<file path="src/rtl/msel_pkg.sv">
package msel_pkg;
  localparam int unsigned NUM_SEL = 4;
  // select vector bit positions, matching the mask field order
  localparam int unsigned IDX_PROG = 0;
  localparam int unsigned IDX_DATA = 1;
  localparam int unsigned IDX_BYTE = 2;
  localparam int unsigned IDX_IO   = 3;
  typedef logic [NUM_SEL-1:0] sel_vec_t;
endpackage

</file>
<file path="src/rtl/msel_ctrl_regs.sv">
module msel_ctrl_regs
  import msel_pkg::*;
#(
  parameter int unsigned ADDR_W    = 14,
  parameter int unsigned DATA_W    = 16,
  parameter int unsigned MASK_ADDR = 'h3FE6,
  parameter int unsigned SYS_ADDR  = 'h3FFF,
  parameter int unsigned MASK_LSB  = 8,
  parameter int unsigned BDIS_BIT  = 3,
  parameter int unsigned MASK_RST  = 'hB
) (
  input  logic              clk,
  input  logic              rst_n,
  input  logic              wr_en,
  input  logic [ADDR_W-1:0] wr_addr,
  input  logic [DATA_W-1:0] wr_data,
  input  logic [ADDR_W-1:0] rd_addr,
  output logic [DATA_W-1:0] rd_data,
  output sel_vec_t          en_mask,
  output logic              byte_dis
);
  localparam logic [ADDR_W-1:0] MASK_A = ADDR_W'(MASK_ADDR);
  localparam logic [ADDR_W-1:0] SYS_A  = ADDR_W'(SYS_ADDR);
  localparam sel_vec_t          MASK_R = NUM_SEL'(MASK_RST);

  logic wr_mask, wr_sys;
  assign wr_mask = wr_en && (wr_addr == MASK_A);
  assign wr_sys  = wr_en && (wr_addr == SYS_A);

  always_ff @(posedge clk or negedge rst_n) begin
    if (!rst_n) begin
      en_mask  <= MASK_R;
      byte_dis <= 1'b0;
    end else begin
      if (wr_mask) en_mask  <= wr_data[MASK_LSB +: NUM_SEL];
      if (wr_sys)  byte_dis <= wr_data[BDIS_BIT];
    end
  end

  always_comb begin
    rd_data = '0;
    if (rd_addr == MASK_A) rd_data[MASK_LSB +: NUM_SEL] = en_mask;
    else if (rd_addr == SYS_A) rd_data[BDIS_BIT] = byte_dis;
  end
endmodule

</file>
<file path="src/rtl/msel_combine.sv">
module msel_combine
  import msel_pkg::*;
(
  input  sel_vec_t sel_n,
  input  sel_vec_t en_mask,
  input  logic     bus_tristate,
  output logic     comp_sel_n
);
  sel_vec_t hit;
  for (genvar g = 0; g < NUM_SEL; g++) begin : g_hit
    assign hit[g] = en_mask[g] & ~sel_n[g];
  end
  assign comp_sel_n = bus_tristate | ~(|hit);
endmodule

</file>
<file path="src/rtl/msel_byte_gate.sv">
module msel_byte_gate (
  input  logic raw_n,
  input  logic byte_dis,
  input  logic bus_tristate,
  output logic gated_n
);
  // suppression only applies while this device owns the strobes
  assign gated_n = (byte_dis && !bus_tristate) ? 1'b1 : raw_n;
endmodule

</file>
<file path="src/rtl/msel_combiner.sv">
module msel_combiner
  import msel_pkg::*;
#(
  parameter int unsigned ADDR_W    = 14,
  parameter int unsigned DATA_W    = 16,
  parameter int unsigned MASK_ADDR = 'h3FE6,
  parameter int unsigned SYS_ADDR  = 'h3FFF,
  parameter int unsigned MASK_LSB  = 8,
  parameter int unsigned BDIS_BIT  = 3
) (
  input  logic              clk,
  input  logic              rst_n,
  input  logic              wr_en,
  input  logic [ADDR_W-1:0] wr_addr,
  input  logic [DATA_W-1:0] wr_data,
  input  logic [ADDR_W-1:0] rd_addr,
  output logic [DATA_W-1:0] rd_data,
  input  logic              sel_prog_n,
  input  logic              sel_data_n,
  input  logic              sel_byte_n,
  input  logic              sel_io_n,
  input  logic              bus_tristate,
  output logic              comp_sel_n,
  output logic              byte_sel_n
);
  localparam int unsigned MASK_RST = (1 << IDX_PROG) | (1 << IDX_DATA) | (1 << IDX_IO);

  sel_vec_t sel_n;
  sel_vec_t en_mask;
  logic     byte_dis;

  always_comb begin
    sel_n           = '1;
    sel_n[IDX_PROG] = sel_prog_n;
    sel_n[IDX_DATA] = sel_data_n;
    sel_n[IDX_BYTE] = sel_byte_n;
    sel_n[IDX_IO]   = sel_io_n;
  end

  msel_ctrl_regs #(
    .ADDR_W(ADDR_W), .DATA_W(DATA_W), .MASK_ADDR(MASK_ADDR), .SYS_ADDR(SYS_ADDR),
    .MASK_LSB(MASK_LSB), .BDIS_BIT(BDIS_BIT), .MASK_RST(MASK_RST)
  ) u_regs (
    .clk(clk), .rst_n(rst_n), .wr_en(wr_en), .wr_addr(wr_addr), .wr_data(wr_data),
    .rd_addr(rd_addr), .rd_data(rd_data), .en_mask(en_mask), .byte_dis(byte_dis)
  );

  msel_combine u_comb (
    .sel_n(sel_n), .en_mask(en_mask), .bus_tristate(bus_tristate), .comp_sel_n(comp_sel_n)
  );

  msel_byte_gate u_bgate (
    .raw_n(sel_byte_n), .byte_dis(byte_dis), .bus_tristate(bus_tristate), .gated_n(byte_sel_n)
  );
endmodule

</file>
<file path="config.mk">
export PLATFORM = sky130hd
export DESIGN_NAME = msel_combiner
export DESIGN_NICKNAME = d
export VERILOG_FILES = /design/src/rtl/msel_pkg.sv /design/src/rtl/msel_ctrl_regs.sv /design/src/rtl/msel_combine.sv /design/src/rtl/msel_byte_gate.sv /design/src/rtl/msel_combiner.sv
export SDC_FILE = /design/constraint.sdc
export NUM_CORES = 1
export LEC_CHECK = 0
export BUFFER_PORTS_ARGS = -buffer_cell sky130_fd_sc_hd__buf_2
export CORE_MARGIN = 3
export CORE_UTILIZATION = 25
export CTS_CLUSTER_DIAMETER = 100
export DETAILED_ROUTE_END_ITERATION = 7
export HOLD_SLACK_MARGIN = 0.06
export PLACE_DENSITY = 0.76
export SETUP_SLACK_MARGIN = 0.4
export SYNTH_ARGS = -nofsm -noshare
export SYNTH_HDL_FRONTEND = slang
export SYNTH_HIERARCHICAL = 1
export SYNTH_SLANG_ARGS = --single-unit
</file>
<file path="constraint.sdc">
create_clock -name clk -period 1.5 [get_ports clk]
set_input_delay 0.075 -clock clk [delete_from_list [all_inputs] [get_ports clk]]
set_output_delay 0.075 -clock clk [all_outputs]
set_load 0.02 [all_outputs]
</file>
* Yosys cells after proc, flatten, opt, wreduce, memory -nomap -nowiden
Cells that the tools add are included.
Operators by class: equal/unequal tests 4, muxes and demuxes 4, bitwise logic cells 10, reduce and logical (&&, ||, !) cells 5
Operators with widths (number):
- equality test 14 bit (second input constant) | 4
- NOT 1 bit | 5
- AND 1 bit | 4
- 2-to-1 mux 4 bit | 1
- OR reduction 4 bit | 1
- logical AND 1 bit | 3
- 2-to-1 mux 1 bit | 3
- zero test 1 bit | 1
- bitwise OR 1 bit | 1
Word-level totals: flip-flop bits (word level) 5, input bits 52, output and inout bits 18, word-level logic and storage cells 25

* Longest topological paths before layout
Gate-level depths: netlist of run 1.
depth after elaboration 5, depth in mapped cells 3

* By module
The synthesis of run 1 kept the hierarchy.
Modules (own cells, without submodules):
- msel_ctrl_regs | times used 1, cells an instance 40, area an instance 401.6 um^2, seq. area each 128.9 um^2
- msel_combine | times used 1, cells an instance 5, area an instance 35.0 um^2, seq. area each 0.0 um^2
- msel_byte_gate | times used 1, cells an instance 2, area an instance 11.3 um^2, seq. area each 0.0 um^2

* Worst setup path after synthesis of run 1
No wires, ideal clock.
path type input to register, from input port wr_addr[0], to register u_regs.en_mask[2], data arrival time 1.031 ns, required time 1.375 ns, slack 0.344 ns, stages 3, path through or3_4 -> nor4_4 -> mux2_2
Between the ends: longest elaborated chain between the ends 2
RTL lines:
- start, declared | RTL line msel_combiner.sv:14 | input logic [ADDR_W-1:0] wr_addr,
- equality test 14 bit | RTL line msel_ctrl_regs.sv:27 | assign wr_mask = wr_en && (wr_addr == MASK_A);
- logical AND 1 bit | RTL line msel_ctrl_regs.sv:27
- end signal, assigned | RTL line msel_ctrl_regs.sv:35 | if (wr_mask) en_mask <= wr_data[MASK_LSB +: NUM_SEL];
- end, declared | RTL line msel_ctrl_regs.sv:19 | output sel_vec_t en_mask,
Every way passes these cells. A chain may end at the register's enable or synchronous reset.

* Worst setup path after layout of run 1
from register u_regs.en_mask[3], to output port comp_sel_n
Between the ends: longest elaborated chain between the ends 4
RTL lines:
- AND 1 bit | RTL line msel_combine.sv:11 | assign hit[g] = en_mask[g] & ~sel_n[g];
- OR reduction 4 bit | RTL line msel_combine.sv:13 | assign comp_sel_n = bus_tristate | ~(|hit);
- NOT 1 bit | RTL line msel_combine.sv:13
- bitwise OR 1 bit | RTL line msel_combine.sv:13
- end, declared | RTL line msel_combiner.sv:23 | output logic comp_sel_n,
Every way passes these cells.

==> results by group, run 1 <==
Setup path
  • WP data required: approximately 1.4 ns
  • CP arrival: between 1 and 1.5 ns
  • CP startpoint kind: register
  • Critical path type: register to output port
  • Slowest cell on crit path: dfstp_2
  • Critical path fanouts, max: 3
  • FF-to-FF setup slack: 0.62 ns
  • CP cell instances: nand2b_1, a41o_1, buf_6
  • Crit. End Element: output port
  • Crit path largest cell delay: 0.53 ns

Global routing
  • Total track usage: 0.108
  • First-pass GRT wire length: ~2000 um
  • Antenna violations before repair: 0
  • Vias in the first global route: 521
  • Largest net degree at the start of global routing: 6
  • GRT Residual Overflow: 0

Placed design
  • Placer congestion estimate: around 0.65
  • Number of buffers added on ports: 47
  • Post-place instance area: 682 sq um
  • Placed cell count: about 120
  • Post-DP HPWL: between 1000 and 1500 um

Synth
  • Top-area cell type share of the netlist area: 0.184
  • Post-synth EDFFs: 0
  • Area of the mapped netlist: ~450 sq um
  • Syn Area/Cell: between 9 and 10 sq um
  • Ys async rst share: 1.00
  • Yosys reg bits: 5
  • Top-count cell post-synth: buf_4
  • Area contributors post-synth: buf_4, dfstp_2, mux2_2, dfrtp_1, nand4_1
  • Syn Inst Count: between 40 and 50
  • Synth cell types: 16
  • Synth Flop Type: dfstp_2
  • Synth cell count leaders: buf_4, nand4_1, mux2_2
  • Synth area leader: buf_4
  • Syn. warnings: 6
  • Seq/Total Area, Yosys: 0.288

Clocking
  • Max Buffers Root-to-Sink: 2
  • Clock slew at reported path FFs: 0.04 ns
  • CTS H-tree lvls: 1
  • Clock Sinks: 5
  • Root buffer cell: clkbuf_4
  • CTS tree: built
  • CTS Buf Count: 3
  • Skew-Pair Late Insertion Delay: approximately 0.23 ns

Route
  • Via density: 4.25
  • DR pass1 iterations: 2
  • Vias: approximately 530
  • Drt initial violations: 1
  • Avg WL per Cell: ~11 um
  • Final ANT Viol Nets: 0
  • Drt total wl: roughly 1400 um
  • # DRC: 0

STA
  • Final Slew Violations: 0
  • Final hold violations: 0
  • Setup Viol. Count Final: 0
  • Setup Skew: 0 ns
  • Post-route minimum period: ~1.3 ns
  • Max Fclk: ~790 MHz
  • RSZ-0062 raised after global routing: yes
  • Final worst-path cycle share: 0.849
  • TNS Setup: 0 ns

Min path
  • Hold WC Path Type: input pin to register

Finish
  • Multi-input gate area: slightly above 300 sq um
  • Layout Utilization: 0.509
  • Antenna diode count: 0
  • Fin nets: approximately 150
  • FF+latch area: 129 sq um
  • Synth-to-layout area growth: 81.0%
  • Final instance area: 811 sq um
  • Final non-filler cell total: approximately 130
  • Fillers: 142
  • Layout cell share with drive strength beyond 1: 0.673

Floorplan
  • Die H: a little under 50 um
  • Initial core utilization: 0.281
  • Die W: about 48 um
  • # rows: 14
  • Core area: around 0.0016 sq mm
  • Ports: 70
  • Die Footprint: roughly 0.0023 sq mm

Run status
  • Run status: completed

Run
  • MaxCap Viol Count: 0

Power
  • Leak pwr: about 0.43 nW
  • VDD IR max: around 450 uV
  • Cell Pwr Density: ~490 mW/mm^2
==> sequential cells by signal, summed over array words and instances (netlist names) <==
signal           flops
u_regs/en_mask       4
u_regs/byte_dis      1
==> cell usage in the layout (no fill, tap or decap), types with 3 or more instances in the layout <==
cell type | netlist | final
buf_4 | 11 | 6
buf_2 | 0 | 38
nand2b_1 | 4 | 4
clkbuf_4 | 0 | 3
mux2_2 | 5 | 3
dfstp_2 | 3 | 3
conb_1 | 1 | 11
nand4_1 | 6 | 6
buf_6 | 0 | 6
==> critical path, delay by kind of cell, from the launching register on <==
family / cells / cell delay, ns
AOI/OAI and AO/OA: 1 / 0.25
buffers and inverters: 1 / 0.13
DFF: 1 / 0.53
and+or+nand+nor: 1 / 0.06
==> logic make-up after synthesis <==
family,count (synthesis),synth area share
other,1,0.00837
muxes,5,0.126
AOI/OAI and AO/OA,2,0.0391
DFF,5,0.288
and+or+nand+nor,22,0.346
buffers and inverters,12,0.193
==> metrics by stage <==
stage / power, mW / setup slack (ns) / hold slack (ns)
after global placement: 0.229 / 0.175 / -0.107
after CTS: 0.391 / 0.215 / 0.0677
final: 0.393 / 0.227 / 0.0745
after floorplan: 0.198 / 0.344 / -0.221
after detailed placement: 0.232 / 0.159 / -0.107
after global routing: 0.425 / 0.166 / 0.0621
==> where the power goes <==
part           internal, mW  switching (mW)  total, mW
Combinational        0.0517          0.0548      0.107
Sequential            0.136        0.000121      0.136
Clock                 0.100          0.0504      0.151
==> layout make-up <==
| cell class | count | area share |
|---|---|---|
| timing repair buffer | 51 | 0.386 |
| tap | 24 | 0.0370 |
| sequential | 5 | 0.159 |
| inverter | 1 | 0.00463 |
| clock buffer | 4 | 0.0324 |
| multi-input combinational | 40 | 0.381 |
==> worst paths after layout <==
kind                              startpoint           endpoint  depth (start not counted)
max                        u_regs/en_mask[3]         comp_sel_n                          3
min                              wr_data[10]  u_regs/en_mask[2]                          2
max reg2reg                  u_regs/byte_dis    u_regs/byte_dis                          2
min reg2reg                u_regs/en_mask[2]  u_regs/en_mask[2]                          1
max in group asynchronous              rst_n  u_regs/en_mask[3]                          2
min in group asynchronous              rst_n    u_regs/byte_dis                          2
==> routing by layer <==
| layer | vias up | track usage | wire [um] |
|---|---|---|---|
| met5 | - | 0 | 0 |
| met4 | 0 | 0.0427 | 0 |
| met3 | 0 | 0.0184 | 114 |
| met2 | 32 | 0.239 | 829 |
| met1 | 241 | 0.0888 | 424 |
| li1 | 258 | - | - |
==> timing repair <==
action,CTS,global route
resized for setup,13,7
hold buffers,1,0
endpoints found under the hold margin,5,0
pin swaps,3,2
buffers inserted,1,1
endpoints found under the setup margin,6,9
Power figures use the tool's default switching activity.
==> run 2: changes to the inputs <==
ABC_AREA = 1   (was default)
PLACE_DENSITY = 0.71   (was 0.76)
clock period = 1.1 ns   (was 1.5 ns; I/O delays follow)
==> results by group, run 2 <==
Run status
  • Run status: finished with violations (was completed)
  • Failing checks: setup timing

Clocking
  • Skew-Pair Late Insertion Delay: 0.24 ns (was 0.23 ns)
  • Clock slew at reported path FFs: 0.04 ns (about the same)
  • CTS H-tree lvls: 1 (unchanged)
  • Root buffer cell: clkbuf_4 (unchanged)
  • Max Buffers Root-to-Sink: 2 (unchanged)
  • CTS Buf Count: 3 (unchanged)
  • CTS tree: built (unchanged)
  • Clock Sinks: 5 (unchanged)

Power
  • Cell Pwr Density: 560 mW/mm^2 (was 485 mW/mm^2)
  • Tot Pwr: 573 uW (was 393 uW)
  • VDD IR max: 256 uV (was 447 uV)
  • Leak pwr: 0.575 nW (was 0.427 nW)

Floorplan
  • Die Footprint: 0.00290 sq mm (was 0.00234 sq mm)
  • Die H: 53.8 um (was 48.3 um)
  • Die W: 53.8 um (was 48.3 um)
  • Core area: 0.00206 sq mm (was 0.00159 sq mm)
  • # rows: 16 (was 14)
  • Initial core utilization: 0.277 (was 0.281)
  • Ports: 70 (unchanged)

STA
  • Final Slew Violations: 0 (unchanged)
  • TNS Setup: -0.118 ns (was 0 ns)
  • RSZ-0062 raised after global routing: yes (unchanged)
  • Setup Viol. Count Final: 2 (was 0)
  • Post-route minimum period: 1.16 ns
  • Setup WS post-layout: -0.0618 ns (was 0.227 ns)
  • Final worst-path cycle share: 1.06
  • Setup Skew: 0 ns (unchanged)
  • Final hold violations: 0 (unchanged)
  • Max Fclk: between 800 and 900 MHz

Setup path
  • Critical path fanouts, max: 3 (unchanged)
  • CP arrival: 1.11 ns (was 1.20 ns)
  • WP data required: 1.04 ns (was 1.42 ns)
  • Largest delay share family, worst path: flip-flops (unchanged)
  • Most repeated library cell on the critical path: nand2_2
  • CP cell instances: nand2_2, nand2_2, o21ai_4, buf_6 (was nand2b_1, a41o_1, buf_6)
  • Critical path type: register to output port (unchanged)
  • Crit path largest cell delay: 0.56 ns (was 0.53 ns)
  • Slowest cell on crit path: dfstp_2 (unchanged)
  • Crit path buffers/inverters: 1 (unchanged)
  • CP startpoint kind: register (unchanged)
  • Crit. End Element: output port (unchanged)

Synth
  • Syn Inst Count: 97 (was 47)
  • Area of the mapped netlist: 572 sq um (was 448 sq um)
  • Synth area leader: nand2_1 (was buf_4)
  • Seq/Total Area, Yosys: 0.225 (was 0.288)
  • Area contributors post-synth: nand2_1, buf_4, dfstp_2, inv_1, dfrtp_1 (was buf_4, dfstp_2, mux2_2, dfrtp_1, nand4_1)
  • Synth cell types: 16 (unchanged)
  • Synth cell count leaders: nand2_1, inv_1, nor2_1 (was buf_4, nand4_1, mux2_2)
  • Syn Area/Cell: 5.89 sq um (was 9.53 sq um)
  • Synth Flop Type: dfstp_2 (unchanged)
  • Top-count cell post-synth: nand2_1 (was buf_4)
  • Ys async rst share: 1.00 (unchanged)
  • Top-area cell type share of the netlist area: 0.204 (was 0.184)
  • Post-synth EDFFs: 0 (unchanged)
  • Syn. warnings: 6 (unchanged)
  • Yosys reg bits: 5 (unchanged)

Finish
  • Layout Utilization: 0.497 (was 0.509)
  • Fillers: 192 (was 142)
  • Fin nets: 209 (was 154)
  • Antenna diode count: 0 (unchanged)
  • Most frequent cells in the layout: buf_2, nand2_1, inv_1 (was buf_2, conb_1, buf_6, buf_4, nand4_1)
  • Synth-to-layout area growth: 79.2% (was 81.0%)
  • FF+latch area: 129 sq um (unchanged)
  • Multi-input gate area: 400 sq um (was 309 sq um)
  • Largest reg by FF count: u_regs/en_mask (unchanged)
  • Largest regs: u_regs/en_mask x4, u_regs/byte_dis x1 (unchanged)
  • Layout cell share with drive strength beyond 1: 0.519 (was 0.673)
  • Max reg flops: 4 (unchanged)
  • Commonest non-fill, non-tap cell in the layout: buf_2 (unchanged)

Placed design
  • Placer congestion estimate: 0.678 (was 0.652)
  • Post-DP HPWL: 1280 um (was 1110 um)
  • Number of buffers added on ports: 47 (unchanged)
  • Dpl ws: 0.0560 ns (was 0.159 ns)

Global routing
  • First-pass GRT wire length: 2200 um (was 2000 um)
  • GRT Residual Overflow: 0 (unchanged)
  • Vias in the first global route: 603 (was 521)
  • Total track usage: 0.106 (was 0.108)
  • Antenna violations before repair: 0 (unchanged)
  • Largest net degree at the start of global routing: 7 (was 6)

Route
  • Final ANT Viol Nets: 0 (unchanged)
  • Vias: 750 (was 531)
  • DR pass1 iterations: 4 (was 2)
  • Drt total wl: 1570 um (was 1370 um)
  • Via density: 4.10 (was 4.25)
  • # DRC: 0 (unchanged)
  • Drt initial violations: 9 (was 1)
  • Avg WL per Cell: 8.58 um (was 11.0 um)

Min path
  • Hold WC Path Type: input pin to register (unchanged)

Run
  • MaxCap Viol Count: 0 (unchanged)
[run 2: changes by cell type in the layout (fill, tap and decap cells not counted), moves of 5 or more]
cell | previous run | this run
nand2_1 | 0 | 25
nand2_2 | 0 | 6
nor2_1 | 0 | 5
inv_1 | 1 | 12
nand3_1 | 2 | 9
nor2_4 | 0 | 6
[run 2: power breakdown]
group / switching (mW) / internal, mW / total, mW / leakage, nW
clock: 0.0731 / 0.137 / 0.210 / 0.0150
sequential: 0.000213 / 0.185 / 0.186 / 0.0589
combinational: 0.0958 / 0.0817 / 0.178 / 0.501
total: 0.169 / 0.404 / 0.573 / 0.575
[run 2: layout make-up]
class | instances | area share
multi-input cells | 74 | 0.391
repair buffers | 56 | 0.358
flip-flops and latches | 5 | 0.126
inverters | 17 | 0.0672
well taps | 27 | 0.0330
clock buffers | 4 | 0.0256
[run 2: kinds of logic (layout without fill, tap and decap cells)]
kind of cell | count (synthesis) | count (layout) | synth area share
buffers and inverters | 28 | 77 | 0.256
DFF | 5 | 5 | 0.225
other | 1 | 11 | 0.00656
and+or+nand+nor | 62 | 62 | 0.503
AOI/OAI and AO/OA | 1 | 1 | 0.00874
[run 2: final timing paths]
| path | from | endpoint | slack [ns] | depth (start not counted) |
|---|---|---|---|---|
| max in group asynchronous | rst_n | u_regs/en_mask[0] | 0.72 | 2 |
| worst min register to register | u_regs/en_mask[0] | u_regs/en_mask[0] | 0.47 | 2 |
| worst min-delay path | wr_data[10] | u_regs/en_mask[2] | 0.06 | 3 |
| min in group asynchronous | rst_n | u_regs/byte_dis | 0.17 | 2 |
| worst max register to register | u_regs/en_mask[3] | u_regs/en_mask[3] | 0.23 | 4 |
| worst max-delay path | u_regs/en_mask[3] | comp_sel_n | -0.06 | 4 |
[run 2: worst register-to-register path, stage by stage, from the launching register on]
cell and delay, ns:
dfstp_2 0.56, buf_6 0.10, buf_6 0.08, nand2_2 0.03, nand2_1 0.05
[run 2: what timing repair did]
| item | in CTS | in global routing |
|---|---|---|
| gates resized for setup | 17 | 7 |
| setup endpoints to repair | 8 | 12 |
| pin swaps | 4 | 7 |
| hold buffers | 5 | 0 |
| buffers inserted | 3 | 1 |
| endpoints found under the hold margin | 9 | 0 |
[run 2: layer usage]
layer / global-route usage / vias to the layer above / wire length, um
met5: 0 / - / 0
met4: 0.0638 / 0 / 0
met3: 0.0166 / 0 / 258
met2: 0.200 / 53 / 731
met1: 0.106 / 309 / 580
li1: - / 388 / -
[run 2: through the flow]
step	instance area [sq um]	cells	hold WS [ns]
after floorplan	663	107	-0.241
after global placement	850	170	-0.131
after detailed placement	850	170	-0.127
after CTS	1000	182	0.0641
after global routing	1020	183	0.101
final	1020	183	0.0642
